<file path="src/rtl/mpc_cfg_pkg.sv">
package mpc_cfg_pkg;

    localparam int unsigned REG_ADDR_W = 12;

    localparam logic [REG_ADDR_W-1:0] OFF_CTRL  = 12'h000;
    localparam logic [REG_ADDR_W-1:0] OFF_MAX   = 12'h010;
    localparam logic [REG_ADDR_W-1:0] OFF_CFG   = 12'h014;
    localparam logic [REG_ADDR_W-1:0] OFF_IDX   = 12'h018;
    localparam logic [REG_ADDR_W-1:0] OFF_WIN   = 12'h01C;
    localparam logic [REG_ADDR_W-1:0] OFF_STAT  = 12'h020;
    localparam logic [REG_ADDR_W-1:0] OFF_CLR   = 12'h024;
    localparam logic [REG_ADDR_W-1:0] OFF_EN    = 12'h028;
    localparam logic [REG_ADDR_W-1:0] OFF_INFO1 = 12'h02C;
    localparam logic [REG_ADDR_W-1:0] OFF_INFO2 = 12'h030;
    localparam logic [REG_ADDR_W-1:0] OFF_SET   = 12'h034;
    localparam logic [REG_ADDR_W-1:0] OFF_ID_LO = 12'hFD0;

    localparam int unsigned CTRL_SECRESP_BIT = 4;
    localparam int unsigned CTRL_AUTOINC_BIT = 8;
    localparam int unsigned CTRL_LOCK_BIT    = 31;

    typedef enum logic [3:0] {
        SEL_NONE, SEL_CTRL, SEL_MAX, SEL_CFG, SEL_IDX, SEL_WIN, SEL_STAT,
        SEL_CLR, SEL_EN, SEL_INFO1, SEL_INFO2, SEL_SET, SEL_ID
    } reg_sel_e;

    typedef struct packed {
        reg_sel_e    sel;
        logic        visible;
        logic [1:0]  lane;
        logic        full;
        logic        half;
        logic [3:0]  id_num;
    } dec_t;

    function automatic logic [7:0] id_byte(input logic [3:0] n);
        case (n)
            4'd0:    id_byte = 8'h04;
            4'd4:    id_byte = 8'h60;
            4'd5:    id_byte = 8'hB8;
            4'd6:    id_byte = 8'h1B;
            4'd8:    id_byte = 8'h0D;
            4'd9:    id_byte = 8'hF0;
            4'd10:   id_byte = 8'h05;
            4'd11:   id_byte = 8'hB1;
            default: id_byte = 8'h00;
        endcase
    endfunction

endpackage

</file>
<file path="src/rtl/mpc_addr_decode.sv">
module mpc_addr_decode
    import mpc_cfg_pkg::*;
(
    input  logic [REG_ADDR_W-1:0] addr,
    input  logic [1:0]            size,
    input  logic                  secure,
    output dec_t                  dec
);

    logic [REG_ADDR_W-1:0] word_off;

    always_comb begin
        word_off    = {addr[REG_ADDR_W-1:2], 2'b00};
        dec         = '0;
        dec.sel     = SEL_NONE;
        case (word_off)
            OFF_CTRL:  dec.sel = SEL_CTRL;
            OFF_MAX:   dec.sel = SEL_MAX;
            OFF_CFG:   dec.sel = SEL_CFG;
            OFF_IDX:   dec.sel = SEL_IDX;
            OFF_WIN:   dec.sel = SEL_WIN;
            OFF_STAT:  dec.sel = SEL_STAT;
            OFF_CLR:   dec.sel = SEL_CLR;
            OFF_EN:    dec.sel = SEL_EN;
            OFF_INFO1: dec.sel = SEL_INFO1;
            OFF_INFO2: dec.sel = SEL_INFO2;
            OFF_SET:   dec.sel = SEL_SET;
            default:   dec.sel = (word_off >= OFF_ID_LO) ? SEL_ID : SEL_NONE;
        endcase
        dec.id_num  = 4'(addr[REG_ADDR_W-1:2] - OFF_ID_LO[REG_ADDR_W-1:2]);
        dec.visible = secure || (word_off >= OFF_ID_LO);
        case (size)
            2'd0: begin
                dec.lane = addr[1:0];
            end
            2'd1: begin
                dec.lane = {addr[1], 1'b0};
                dec.half = 1'b1;
            end
            default: begin
                dec.full = 1'b1;
            end
        endcase
    end

endmodule

</file>
<file path="src/rtl/mpc_lane_unit.sv">
module mpc_lane_unit (
    input  logic [1:0]  lane,
    input  logic        full,
    input  logic        half,
    input  logic [31:0] old_word,
    input  logic [31:0] wdata,
    input  logic [31:0] rd_word,
    output logic [31:0] merged,
    output logic [31:0] rd_out
);

    logic [4:0]  shamt;
    logic [31:0] lane_mask;

    always_comb begin
        shamt     = {lane, 3'b000};
        lane_mask = half ? 32'h0000_FFFF : 32'h0000_00FF;
        if (full) begin
            merged = wdata;
            rd_out = rd_word;
        end else begin
            merged = (old_word & ~(lane_mask << shamt)) |
                     ((wdata & lane_mask) << shamt);
            rd_out = (rd_word >> shamt) & lane_mask;
        end
    end

endmodule

</file>
<file path="src/rtl/mpc_lut_bank.sv">
module mpc_lut_bank #(
    parameter int unsigned WORDS = 4,
    parameter int unsigned IDX_W = 2
) (
    input  logic                clk,
    input  logic                rst_n,
    input  logic                wr_en,
    input  logic [IDX_W-1:0]    wr_idx,
    input  logic [31:0]         wr_data,
    output logic [WORDS*32-1:0] words
);

    for (genvar i = 0; i < WORDS; i++) begin : g_word
        logic [31:0] word_q;
        always_ff @(posedge clk or negedge rst_n) begin
            if (!rst_n) begin
                word_q <= '0;
            end else if (wr_en && (wr_idx == IDX_W'(i))) begin
                word_q <= wr_data;
            end
        end
        assign words[32*i +: 32] = word_q;
    end

endmodule

</file>
<file path="src/rtl/mpc_cfg_regs.sv">
module mpc_cfg_regs
    import mpc_cfg_pkg::*;
#(
    parameter  int unsigned BLOCK_LOG2 = 12,
    parameter  int unsigned NUM_BLOCKS = 100,
    localparam int unsigned LUT_WORDS  = (NUM_BLOCKS + 31) / 32
) (
    input  logic                    clk,
    input  logic                    rst_n,
    input  logic                    req_valid,
    input  logic                    req_write,
    input  logic [REG_ADDR_W-1:0]   req_addr,
    input  logic [1:0]              req_size,
    input  logic                    req_secure,
    input  logic [31:0]             req_wdata,
    output logic                    rsp_valid,
    output logic [31:0]             rsp_rdata,
    output logic                    irq,
    output logic [LUT_WORDS*32-1:0] lut_flat
);

    localparam int unsigned IDX_W     = (LUT_WORDS > 1) ? $clog2(LUT_WORDS) : 1;
    localparam logic [31:0] MAX_VALUE = 32'(LUT_WORDS);
    localparam logic [31:0] CFG_VALUE = 32'(BLOCK_LOG2 - 5);
    localparam logic [IDX_W-1:0] IDX_LAST = IDX_W'(LUT_WORDS - 1);

    typedef struct packed {
        logic             sec_resp;
        logic             autoinc;
        logic             lock;
        logic [IDX_W-1:0] idx;
        logic             stat;
        logic             en;
        logic             rsp_valid;
        logic [31:0]      rdata;
    } state_t;

    localparam state_t RESET_ST = '{
        sec_resp: 1'b0, autoinc: 1'b1, lock: 1'b0, idx: '0,
        stat: 1'b0, en: 1'b1, rsp_valid: 1'b0, rdata: '0
    };

    state_t           st_d, st_q;
    dec_t             dec;
    logic [31:0]      ctrl_word, cur_lut, old_word, rd_word, merged, rd_out;
    logic [IDX_W-1:0] idx_inc;
    logic             lut_we, locked_target;
    logic             ctrl_lock;
    logic [IDX_W-1:0] idx_cur;

    mpc_addr_decode i_decode (
        .addr   (req_addr),
        .size   (req_size),
        .secure (req_secure),
        .dec    (dec)
    );

    mpc_lane_unit i_lanes (
        .lane     (dec.lane),
        .full     (dec.full),
        .half     (dec.half),
        .old_word (old_word),
        .wdata    (req_wdata),
        .rd_word  (rd_word),
        .merged   (merged),
        .rd_out   (rd_out)
    );

    mpc_lut_bank #(.WORDS(LUT_WORDS), .IDX_W(IDX_W)) i_lut (
        .clk     (clk),
        .rst_n   (rst_n),
        .wr_en   (lut_we),
        .wr_idx  (st_q.idx),
        .wr_data (merged),
        .words   (lut_flat)
    );

    always_comb begin
        ctrl_word = '0;
        ctrl_word[CTRL_SECRESP_BIT] = st_q.sec_resp;
        ctrl_word[CTRL_AUTOINC_BIT] = st_q.autoinc;
        ctrl_word[CTRL_LOCK_BIT]    = st_q.lock;
        cur_lut  = lut_flat[32*st_q.idx +: 32];
        idx_inc  = (st_q.idx == IDX_LAST) ? '0 : st_q.idx + 1'b1;

        case (dec.sel)
            SEL_CTRL: old_word = ctrl_word;
            SEL_IDX:  old_word = 32'(st_q.idx);
            SEL_WIN:  old_word = cur_lut;
            default:  old_word = '0;
        endcase

        case (dec.sel)
            SEL_CTRL: rd_word = ctrl_word;
            SEL_MAX:  rd_word = MAX_VALUE;
            SEL_CFG:  rd_word = CFG_VALUE;
            SEL_IDX:  rd_word = 32'(st_q.idx);
            SEL_WIN:  rd_word = cur_lut;
            SEL_STAT: rd_word = {31'b0, st_q.stat};
            SEL_EN:   rd_word = {31'b0, st_q.en};
            SEL_ID:   rd_word = {24'b0, id_byte(dec.id_num)};
            default:  rd_word = '0;
        endcase

        locked_target = st_q.lock &&
            (dec.sel == SEL_CTRL || dec.sel == SEL_WIN || dec.sel == SEL_EN);

        st_d           = st_q;
        st_d.rsp_valid = req_valid;
        st_d.rdata     = '0;
        lut_we         = 1'b0;

        if (req_valid && !req_write && dec.visible) begin
            st_d.rdata = rd_out;
            if (dec.sel == SEL_WIN && dec.full && st_q.autoinc) begin
                st_d.idx = idx_inc;
            end
        end

        if (req_valid && req_write && dec.visible && !locked_target) begin
            case (dec.sel)
                SEL_CTRL: begin
                    st_d.sec_resp = merged[CTRL_SECRESP_BIT];
                    st_d.autoinc  = merged[CTRL_AUTOINC_BIT];
                    st_d.lock     = merged[CTRL_LOCK_BIT];
                end
                SEL_IDX: st_d.idx = IDX_W'(merged % MAX_VALUE);
                SEL_WIN: begin
                    lut_we = 1'b1;
                    if (dec.full && st_q.autoinc) begin
                        st_d.idx = idx_inc;
                    end
                end
                SEL_CLR: if (merged[0]) st_d.stat = 1'b0;
                SEL_SET: if (merged[0]) st_d.stat = 1'b1;
                SEL_EN:  st_d.en = merged[0];
                default: ;
            endcase
        end
    end

    always_ff @(posedge clk or negedge rst_n) begin
        if (!rst_n) begin
            st_q <= RESET_ST;
        end else begin
            st_q <= st_d;
        end
    end

    assign rsp_valid = st_q.rsp_valid;
    assign rsp_rdata = st_q.rdata;
    assign irq       = st_q.stat & st_q.en;
    assign ctrl_lock = st_q.lock;
    assign idx_cur   = st_q.idx;

endmodule

</file>
<file path="config.mk">
export PLATFORM = sky130hd
export DESIGN_NAME = mpc_cfg_regs
export DESIGN_NICKNAME = d
export VERILOG_FILES = /design/src/rtl/mpc_cfg_pkg.sv /design/src/rtl/mpc_addr_decode.sv /design/src/rtl/mpc_lane_unit.sv /design/src/rtl/mpc_lut_bank.sv /design/src/rtl/mpc_cfg_regs.sv
export SDC_FILE = /design/constraint.sdc
export NUM_CORES = 1
export LEC_CHECK = 0
export BUFFER_PORTS_ARGS = -buffer_cell sky130_fd_sc_hd__buf_2
export CORE_MARGIN = 3
export CORE_UTILIZATION = 57
export CTS_BUF_LIST = sky130_fd_sc_hd__clkbuf_8
export DETAILED_ROUTE_END_ITERATION = 8
export PLACE_DENSITY_LB_ADDON = 0.3
export SYNTH_ARGS = -nofsm -noshare
export SYNTH_HDL_FRONTEND = slang
export SYNTH_HIERARCHICAL = 1
export SYNTH_SLANG_ARGS = --single-unit
</file>
<file path="constraint.sdc">
create_clock -name clk -period 3.2 [get_ports clk]
set_clock_uncertainty 0.1 [all_clocks]
set_input_delay 0.48 -clock clk [delete_from_list [all_inputs] [get_ports clk]]
set_output_delay 0.48 -clock clk [all_outputs]
set_load 0.01 [all_outputs]
</file>
# Word-level counts from Yosys, hierarchy flattened

Memory sizes are Yosys's and may differ from the RTL's.
Index checks and enable logic that the tools add are counted.

Word-level logic and storage cells: 101
Flip-flop bits (word level): 168
Latch bits: 0
Bits in writable memories: 0
Output and inout bits: 162
Memories: 1
Input port bits: 51
Memory bits (read-only): 128

Memory list:

| memory           | depth | width | rd ports | clocked after memory_dff | write ports | RTL line          | text |
|---|---|---|---|---|---|---|---|
| (name not given) | 16    | 8     | 1        | 0                        | 0           | mpc_cfg_pkg.sv:37 | `case (n)` |

Divide/modulo/power cells: 0
$add $sub $neg: 2
Order comparisons: 1
$mul: 0
Bitwise operators: 6
Shift operators: 4
Reduce and logical (&&, ||, !) cells: 26
Equality and inequality tests: 26
Muxes and demuxes: 23

Operator list:

| cell                 | number |
|---|---|
| $pmux 32 s8          | 1 |
| $shiftx 128x8->32    | 1 |
| $and 32x32->32       | 3 |
| $mux 32              | 3 |
| $pmux 32 s3          | 1 |
| $shl 32x5->32        | 2 |
| $eq 10x4->1 const B  | 6 |
| $pmux 4 s11          | 1 |
| $eq 10x3->1 const B  | 4 |
| $not 32->32          | 1 |
| $or 32x32->32        | 1 |
| $shr 32x5->32        | 1 |
| $eq 4x3->1 const B   | 4 |
| $mux 16              | 1 |
| $logic_and 1x1->1    | 13 |
| $eq 4x4->1 const B   | 3 |
| $ge 12x12->1 const B | 1 |
| $logic_not 10->1     | 1 |
| $eq 4x2->1 const B   | 2 |
| $mux 2               | 4 |
| $mux 4               | 2 |
| $pmux 2 s2           | 2 |
| $mux 1               | 7 |
| $eq 2x1->1 const B   | 2 |
| 14 further kinds     | 21 |

# Depth between registers and ports, before layout

Gate-level depths: netlist of the first run.

Depth in word-level cells: 11
Depth in mapped cells: 14

# Cells and area by module

Netlist of the first run, hierarchy kept.

Modules (own cells, without submodules):

| module          | times used | cells an instance | area an instance (sq um) |
|---|---|---|---|
| mpc_lut_bank    | 1          | 272               | 4,744.6 |
| mpc_cfg_regs    | 1          | 300               | 3,210.6 |
| mpc_lane_unit   | 1          | 220               | 1,680.4 |
| mpc_addr_decode | 1          | 33                | 222.7 |

# Worst setup path after synthesis of the first run

OpenSTA, ideal clock, no wires.

Kind: in2reg
From: input req_addr[5]
To: register i_lut.g_word[0].word_q[10]
Setup time: 0.125 ns
Path slack: -0.059 ns
Path buffers: 2
Data arrival time: 3.034 ns
Stages: 11
Cells stage by stage: inv_1 -> ha_1 -> or3b_1 -> a211o_1 -> o21ai_1 -> buf_2 -> nand4bb_1 -> nor3_1 -> nor3b_2 -> buf_4 -> mux2_2

RTL lines:

| element                | RTL line           | text |
|---|---|---|
| start: declaration     | mpc_cfg_regs.sv:12 | `input logic [REG_ADDR_W-1:0] req_addr,` |
| end signal: assignment | mpc_lut_bank.sv:19 | `word_q <= wr_data;` |
| end: declaration       | mpc_lut_bank.sv:14 | `logic [31:0] word_q;` |

==> results of run 1 <==
==> layer usage <==
metal | part of all wire [%] | vias to the layer above | track usage (%)
met5 | 0.19 | - | 0
met4 | 1.2 | 8 | 6.652
met3 | 7.8 | 28 | 8.035
met2 | 48 | 276 | 45.42
met1 | 43 | 3722 | 39.31
li1 | - | 3327 | -
==> state kept, by name, indices dropped and copies added (netlist names) <==
register and cells:
ctrl_word 2, i_lut/g_word.word_q 128, st_q 2, ctrl_lock 1
rsp_rdata 32, idx_cur 2, rsp_valid 1
==> critical path: cells and delay by family <==
| family | cells | cell delay [ns] |
|---|---|---|
| buffers and inverters | 3 | 0.41 |
| adders and majority gates | 1 | 0.15 |
| and+or+nand+nor | 5 | 1.21 |
| AOI/OAI and AO/OA | 4 | 0.88 |
==> power by group through the flow <==
stage	clock (mW)	sequential, mW	combinational, mW
final	1.57	2.13	0.368
after global routing	1.69	2.14	0.403
after CTS	1.60	2.13	0.368
after detailed placement	0	2.18	0.365
after global placement	0	2.18	0.362
after floorplan	0	2.17	0.205
==> timing repair <==
item	4_1_cts	5_1_grt
resized for setup	0	0
hold buffers	1	0
hold endpoints to repair	65	0
==> cells by family after synthesis <==
family	after synthesis	synth area share (%)
compound gates	115	7.869
fa+ha+maj	10	1.269
buf+inv	100	6.422
flops	168	42.67
mux	214	28.20
simple gates	218	13.57
==> cell type report <==
class	instances	area, um2	share of cell area (%)
flip-flops and latches	168	4208	36.42
clock inverters	14	162.7	1.408
well taps	220	275.3	2.382
diodes	3	7.507	0.06497
multi-input cells	557	5037	43.60
clock buffers	18	247.7	2.144
repair buffers	267	1583	13.70
inverters	9	33.78	0.2924
==> final timing paths <==
path	endpoint	slack [ns]	start	depth (start not counted)
worst max-delay path	rsp_rdata[0]	0.31	req_addr[5]	13
worst min-delay path	rsp_valid	0.05	req_valid	1
worst max register to register	rsp_rdata[2]	0.53	idx_cur[0]	7
worst min register to register	i_lut/g_word[3].word_q[7]	0.43	i_lut/g_word[3].word_q[7]	1
max in group asynchronous	i_lut/g_word[2].word_q[1]	1.73	rst_n	3
min in group asynchronous	i_lut/g_word[0].word_q[3]	0.48	rst_n	2
==> cells in the mapped netlist (all sizes together), types with 3 or more instances <==
| cell | instances | area (um2) |
|---|---|---|
| nor2 | 13 | 48.80 |
| nor3 | 4 | 20.02 |
| o21ai | 36 | 191.4 |
| nor2b | 20 | 125.1 |
| mux2i | 25 | 250.2 |
| a21oi | 27 | 138.9 |
| o21bai | 6 | 56.31 |
| a22oi | 25 | 217.7 |
| nand2 | 27 | 101.4 |
| dfrtp | 166 | 4154 |
| mux4 | 30 | 675.7 |
| buf | 70 | 519.2 |
| o22ai | 3 | 18.77 |
| inv | 9 | 33.78 |
| nand2b | 3 | 18.77 |
| and2 | 99 | 619.3 |
| and3b | 9 | 78.83 |
| nor4 | 3 | 18.77 |
| nand3 | 13 | 65.06 |
| and2b | 3 | 22.52 |
| ha | 10 | 125.1 |
| mux2 | 159 | 1854 |
| nor3b | 5 | 53.80 |
| nand3b | 7 | 65.06 |
| clkbuf | 21 | 80.07 |
| a221oi | 8 | 70.07 |
==> results.json, run 1 <==
{
  "area.growth.synth_to_final_pct": 17.21,
  "drc": 0,
  "die-area_mm2": 0.01891,
  "synth_flop_cell": "dfrtp_1",
  "post-route-util_pct": 68.94,
  "fin_cells": 1256,
  "critPathKind": "primary input to flop",
  "portBuffers": 212,
  "synth.cell_area_mm2": 0.009858,
  "cpPeakStageDelay_ns": 0.56,
  "hold_path.class": "primary input to flop",
  "antenna_found_initial": 6,
  "path_max_fanout": 8,
  "p_total_mw": 4.069,
  "ys_types": 59,
  "die_w_um": 137.5,
  "drv_slew": 0,
  "post-route-min-period_ns": 2.894,
  "worstMarginPinSlew_ns": 0.8665,
  "grt_pass1_vias": 7307,
  "die_y_um": 137.5,
  "cts_max_level": 4,
  "final_cell_mix": "buf_2 (211), dfrtp_1 (165), mux2_2 (140), and2_1 (99), buf_4 (46)",
  "power_frac_seq_pct": 52.4,
  "leakagePower_nw": 6.024,
  "finalCritPeriodShare_pct": 90.43,
  "dp_hpwl_mm": 19.32,
  "synth_area_per_cell_um2": 11.95,
  "yosysWarnings": 6,
  "dp.cells": 1220,
  "clkTransAtPathRegs_ns": 0.09,
  "fin_setup_tns_ns": 0,
  "place_congestion": 0.8876,
  "grt_usage_pct": 28.59,
  "async_flop_share_pct": 100.0,
  "layout-drive-gt1-share_pct": 49.18,
  "setup_viol": 0,
  "ioPinCount": 213,
  "vias": 7361,
  "overflow": 0,
  "critPathRequiredTime_ns": 3.45,
  "power.internal_mw": 3.002,
  "grt_max_degree": 95,
  "pre_cts_ws_ns": -0.1418,
  "nFillCells": 1276,
  "stdcell_area_mm2": 0.01155,
  "grt_pass1_wl_mm": 41.04,
  "clk_latency_ns": 0.46,
  "yosys_register_bits": 168,
  "finalWorstSetupSlack_ns": 0.3064,
  "cts_tree": "yes",
  "clock-sinks": 168,
  "synth_fp_nets": 886,
  "endpoint_kind": "flop",
  "p_clk_share_pct": 38.5,
  "postRouteWirelength_mm": 26.47,
  "wl_per_cell_um": 21.07,
  "power.switching_mw": 1.067,
  "mostFrequentLayoutCell": "buf_2",
  "vdd_drop_max_mv": 0.3658,
  "nets": 1081,
  "drv_cap": 0,
  "startpoint_type": "primary input",
  "arrival_ns": 3.14,
  "cp_cell_sequence": "buf_2 > inv_1 > ha_1 > or3b_1 > a211o_1 > o21ai_0 > buf_4 > or2_2 > nor2_1 > or4_1 > a22oi_1 > o21ai_1 > and2_1",
  "num_rows": 47,
  "ant_nets": 0,
  "coreArea_mm2": 0.01676,
  "cts_buffers": 17,
  "initial_utilization_pct": 58.82,
  "power_density_mw_per_mm2": 352.2,
  "rsz0062_at_grt": "no",
  "placed_cell_area_mm2": 0.01113,
  "synth_cells": 825,
  "synth_seq_area_share_pct": 42.67,
  "fmax_mhz": 345.6,
  "combPwrFrac_pct": 9.1,
  "first_iter_violations": 598,
  "drtPass1Iterations": 5,
  "timing.hold.ws_ns": 0.04550,
  "cp_slowest_cell": "or4_1",
  "hold_violations": 0,
  "post_cts_buffers": 0,
  "slew_headroom_pct": 42.23,
  "root_buffer": "clkbuf_8",
  "run_status": "finished clean",
  "vias_per_cell": 5.861,
  "cts_max_path_buffers": 2,
  "synth_edf_count": 0,
  "netSwitchingFraction_pct": 26.22
}
(Power assumes the default switching activity.)
==> inputs of run 2 (changes only) <==
CORE_UTILIZATION = 52   (was 57)
CTS_BUF_LIST = default   (was sky130_fd_sc_hd__clkbuf_8)
HOLD_SLACK_MARGIN = 0.06   (was default)
==> run 2 against run 1 <==
  * Final area rose by 2.4%
  * Register-to-register slack worse by 0.10 ns
  * Via count up 0.58%
  * Flip-flop and latch count is the same
  * Core utilization shrank 4.2 points
  * Critical path depth unchanged
  * Wire length rose by 4.4%
  * Critical endpoint is now i_lut/g_word[3].word_q[30]
  * Largest power group unchanged
==> results.json, run 2 (synthesis gave the netlist of run 1 again) <==
{
  "ioPinCount": 213,
  "critPathRequiredTime_ns": 3.41,
  "hold_violations": 0,
  "wl_per_cell_um": 21.67,
  "worstMarginPinSlew_ns": 0.9048,
  "cts_max_path_buffers": 2,
  "min_path_cells": 1,
  "dp.cells": 1239,
  "power_density_mw_per_mm2": 382.6,
  "post-route-min-period_ns": 2.899,
  "die_y_um": 143.7,
  "largest_reg_flops": 128,
  "drc": 0,
  "drv_cap": 0,
  "critPathKind": "primary input to flop",
  "regMostFlops": "i_lut/g_word.word_q",
  "initial_utilization_pct": 53.96,
  "post_cts_buffers": 0,
  "fmax_mhz": 344.9,
  "hold_path.class": "primary input to flop",
  "clk_latency_ns": 0.44,
  "die_w_um": 143.7,
  "layout-drive-gt1-share_pct": 49.76,
  "reg2regPathDepth": 7,
  "drtPass1Iterations": 7,
  "vdd_drop_max_mv": 0.3619,
  "arrival_ns": 3.11,
  "leakagePower_nw": 6.166,
  "finalCritPeriodShare_pct": 90.60,
  "area.growth.synth_to_final_pct": 20.05,
  "die-area_mm2": 0.02065,
  "vias": 7404,
  "cts_tree": "yes",
  "cts_resized": 0,
  "fin_cells": 1275,
  "grt_usage_pct": 26.79,
  "clock-sinks": 168,
  "pre_cts_ws_ns": -0.1038,
  "stdcell_area_mm2": 0.01184,
  "drv_slew": 0,
  "clkTransAtPathRegs_ns": 0.07,
  "portBuffers": 212,
  "setup_viol": 0,
  "antenna_found_initial": 6,
  "run_status": "finished clean",
  "mostFrequentLayoutCell": "buf_2",
  "overflow": 0,
  "slew_headroom_pct": 39.68,
  "root_buffer": "clkbuf_16",
  "nets": 1091,
  "grt_pass1_wl_mm": 41.97,
  "cts_max_level": 4,
  "post-route-util_pct": 64.78,
  "place_congestion": 0.8734,
  "rsz0062_at_grt": "no",
  "num_rows": 49,
  "ant_nets": 0,
  "dp_hpwl_mm": 20.14,
  "grt_max_degree": 96,
  "path_max_fanout": 48,
  "fin_setup_tns_ns": 0,
  "placed_cell_area_mm2": 0.01124,
  "endpoint_kind": "flop",
  "final_cell_mix": "buf_2 (211), dfrtp_1 (165), mux2_2 (140), and2_1 (99), buf_4 (54)",
  "postRouteWirelength_mm": 27.63,
  "cts_buffers": 17,
  "vias_per_cell": 5.807,
  "first_iter_violations": 590,
  "startpoint_type": "primary input",
  "p_total_mw": 4.529,
  "timing.hold.ws_ns": 0.07175,
  "finalWorstSetupSlack_ns": 0.3009,
  "grt_pass1_vias": 7249,
  "coreArea_mm2": 0.01827
}
==> run 2: repair_timing <==
item                                    4_1_cts  5_1_grt
endpoints found under the setup margin        0        0
endpoints found under the hold margin        82        0
hold buffers                                  1        0
==> run 2: path summary, 6_finish.rpt <==
check                                  start                          to  slack [ns]
worst max-delay path             req_addr[5]  i_lut/g_word[3].word_q[30]        0.30
worst min-delay path               req_valid                   rsp_valid        0.07
worst max register to register    idx_cur[0]                rsp_rdata[0]        0.43
worst min register to register  ctrl_word[4]                ctrl_word[4]        0.42
max in group asynchronous              rst_n  i_lut/g_word[3].word_q[30]        1.66
min in group asynchronous              rst_n   i_lut/g_word[2].word_q[2]        0.57
==> run 2: power breakdown <==
part	internal, mW	total [mW]	switching (mW)
clock	1.04	2.02	0.978
combinational	0.144	0.371	0.228
sequential	2.13	2.13	0.00921
==> run 2: final cells by class <==
type                       instances  area, um2
sequential                       168       4208
multi-input combinational        557       5037
antenna                            3      7.507
fill                            1466       6435
tap                              229      286.5
clock inverter                    15      153.9
clock buffer                      17      425.4
timing repair buffer             277       1683
inverter                           9      33.78
==> run 2: worst max-delay path, stage by stage <==
cell and delay (ns):
buf_2 0.10, inv_1 0.06, ha_1 0.15, or3b_1 0.34, a211o_1 0.33, o21ai_0 0.08
buf_4 0.19, and4bb_2 0.27, buf_12 0.17, and2_1 0.16, mux2i_1 0.27, o21ai_1 0.17
mux2_2 0.33
==> run 2: metal layers <==
layer | part of all wire, % | vias up | global-route usage [%]
met5 | 0.22 | - | 0
met4 | 2.6 | 10 | 9.465
met3 | 6.9 | 59 | 6.156
met2 | 47 | 295 | 40.98
met1 | 43 | 3693 | 37.84
li1 | - | 3347 | -
==> inputs of run 3 (changes only) <==
CORE_MARGIN = default   (was 3)
==> run 3 against run 2 <==
  * Register-to-register slack better by 0.04 ns
  * Wire length decreased by 1.8%
  * Fmax down 0.43%
  * Global-route usage is 1.8 points higher
  * Hold slack gained 0.0070 ns
  * Combinational power is 1% lower
  * Final cell count is 0.55% lower
  * First-iteration DRC count decreased by 21%
  * Clock power rose by 3%
  * Die area down 5.5%
  * Critical endpoint is now rsp_rdata[7]
  * Highest routed layer unchanged
==> results.json, run 3 (synthesis gave the netlist of run 1 again) <==
{
  "drtPass1Iterations": 5,
  "min_path_cells": 1,
  "die_y_um": 139.7,
  "rr_startpoint": "idx_cur[0]",
  "stdcell_area_mm2": 0.01179,
  "reg2regPathDepth": 7,
  "post-route-min-period_ns": 2.912,
  "combPwrFrac_pct": 8.0,
  "initial_utilization_pct": 53.96,
  "p_total_mw": 4.588,
  "place_congestion": 0.8674,
  "cts_buffers": 17,
  "regToRegSetupSlack_ns": 0.47,
  "netSwitchingFraction_pct": 24.91,
  "area.growth.synth_to_final_pct": 19.56,
  "slew_headroom_pct": 40.36,
  "overflow": 0,
  "power_frac_seq_pct": 46.5,
  "num_rows": 49,
  "postRouteWirelength_mm": 27.14,
  "drv_slew": 0,
  "cts_max_level": 4,
  "startpoint_type": "primary input",
  "run_status": "finished clean",
  "drv_cap": 0,
  "arrival_ns": 3.13,
  "p_clk_share_pct": 45.5,
  "wl_per_cell_um": 21.40,
  "vdd_drop_max_mv": 0.3665,
  "final_cell_mix": "buf_2 (211), dfrtp_1 (165), mux2_2 (140), and2_1 (99), buf_4 (46)",
  "path_max_fanout": 44,
  "dp_hpwl_mm": 19.67,
  "hold_path.class": "primary input to flop",
  "nets": 1083,
  "first_iter_violations": 464,
  "grt_usage_pct": 28.55,
  "portBuffers": 212,
  "timing.hold.ws_ns": 0.07874,
  "coreArea_mm2": 0.01827,
  "largest_reg_flops": 128,
  "worstHoldEndpoint": "rsp_valid",
  "critPathKind": "primary input to flop",
  "antenna_found_initial": 6,
  "grt_pass1_wl_mm": 42.19,
  "finalWorstSetupSlack_ns": 0.2883,
  "ant_nets": 0,
  "regToRegEndpoint": "rsp_rdata[0]",
  "vias": 7299,
  "regMostFlops": "i_lut/g_word.word_q",
  "grt_max_degree": 96,
  "root_buffer": "clkbuf_16",
  "clock-sinks": 168,
  "die-area_mm2": 0.01951,
  "critPathRequiredTime_ns": 3.42,
  "hold_violations": 0,
  "ioPinCount": 213,
  "leakagePower_nw": 6.118,
  "worstMarginPinSlew_ns": 0.8947,
  "mostFrequentLayoutCell": "buf_2",
  "vias_per_cell": 5.756,
  "endpoint_kind": "flop",
  "rsz0062_at_grt": "no",
  "min_from": "req_valid",
  "die_w_um": 139.7,
  "power_density_mw_per_mm2": 389.2,
  "cts_tree": "yes",
  "pre_cts_ws_ns": -0.1335,
  "power.internal_mw": 3.445,
  "placed_cell_area_mm2": 0.01118,
  "cts_max_path_buffers": 2,
  "clk_latency_ns": 0.44,
  "drc": 0,
  "fmax_mhz": 343.4,
  "layout-drive-gt1-share_pct": 49.23,
  "power.switching_mw": 1.143,
  "setup_viol": 0,
  "clkTransAtPathRegs_ns": 0.06,
  "finalCritPeriodShare_pct": 90.99,
  "grt_pass1_vias": 7365
}
[run 3: changes by cell type in the layout (fill, tap and decap cells not counted), sizes merged]
| cell | previous run | this run |
|---|---|---|
| clkbuf | 17 | 19 |
| buf | 276 | 268 |
| diode | 3 | 5 |
| bufinv | 0 | 2 |
| inv | 19 | 12 |
| clkinvlp | 1 | 3 |
[run 3: power groups by stage]
stage          Clock [mW]  Sequential, mW  Combinational [mW]
5_1_grt              2.20            2.13               0.401
6_report             2.09            2.14               0.367
2_1_floorplan           0            2.17               0.205
3_5_place_dp            0            2.18               0.364
4_1_cts              2.11            2.14               0.367
3_3_place_gp            0            2.18               0.363
[run 3: worst max-delay path by stage]
stage	start	end	slack (ns)	cells past startpoint
5_1_grt	req_addr[5]	idx_cur[0]	0.11	14
3_5_place_dp	req_addr[5]	rsp_rdata[7]	-0.13	14
6_report	req_addr[5]	rsp_rdata[7]	0.29	14
2_1_floorplan	req_addr[5]	i_lut/g_word[0].word_q[10]	0.04	11
3_3_place_gp	req_addr[5]	rsp_rdata[7]	-0.09	14
4_1_cts	req_addr[5]	rsp_rdata[7]	0.31	14
[run 3: cell type report]
cell class,count,area [um2]
clock inverter,12,142.6
timing repair buffer,269,1623
fill,1459,6484
inverter,9,33.78
antenna,5,12.51
clock buffer,19,442.9
multi-input combinational,557,5037
tap,229,286.5
sequential,168,4208
[run 3: metrics by stage]
| stage | cells | util, % | TNS (ns) |
|---|---|---|---|
| finish | 1268 | 64.51 | 0 |
| CTS | 1263 | 64.44 | 0 |
| global placement | 1231 | 61.18 | -1.862 |
| detailed placement | 1231 | 61.18 | -4.824 |
| global route | 1265 | 64.47 | 0 |
| floorplan | 825 | - | 0 |
[run 3: what timing repair did]
action / CTS / global route
endpoints found under the hold margin: 43 / 0
hold buffers: 1 / 0
setup endpoints to repair: 0 / 0
setup buffers: 0 / 0
gates resized for setup: 0 / 0
[run 3: per-layer routing]
| layer | vias up | global-route usage [%] | wire, um |
|---|---|---|---|
| met5 | - | 0 | 8 |
| met4 | 2 | 10.24 | 557 |
| li1 | 3332 | - | - |
| met3 | 46 | 7.192 | 1782 |
| met2 | 255 | 45.00 | 12660 |
| met1 | 3664 | 38.28 | 12130 |
[run 3: critical path, cell delays in order]
cell and delay (ns):
buf_2 0.10, inv_1 0.06, ha_1 0.15, or3b_1 0.34, a211o_1 0.34, o21ai_0 0.10, buf_4 0.19, and4bb_2 0.28
buf_12 0.17, and2_1 0.22, mux2_4 0.29, a22oi_1 0.15, o21ai_1 0.09, and2_1 0.14
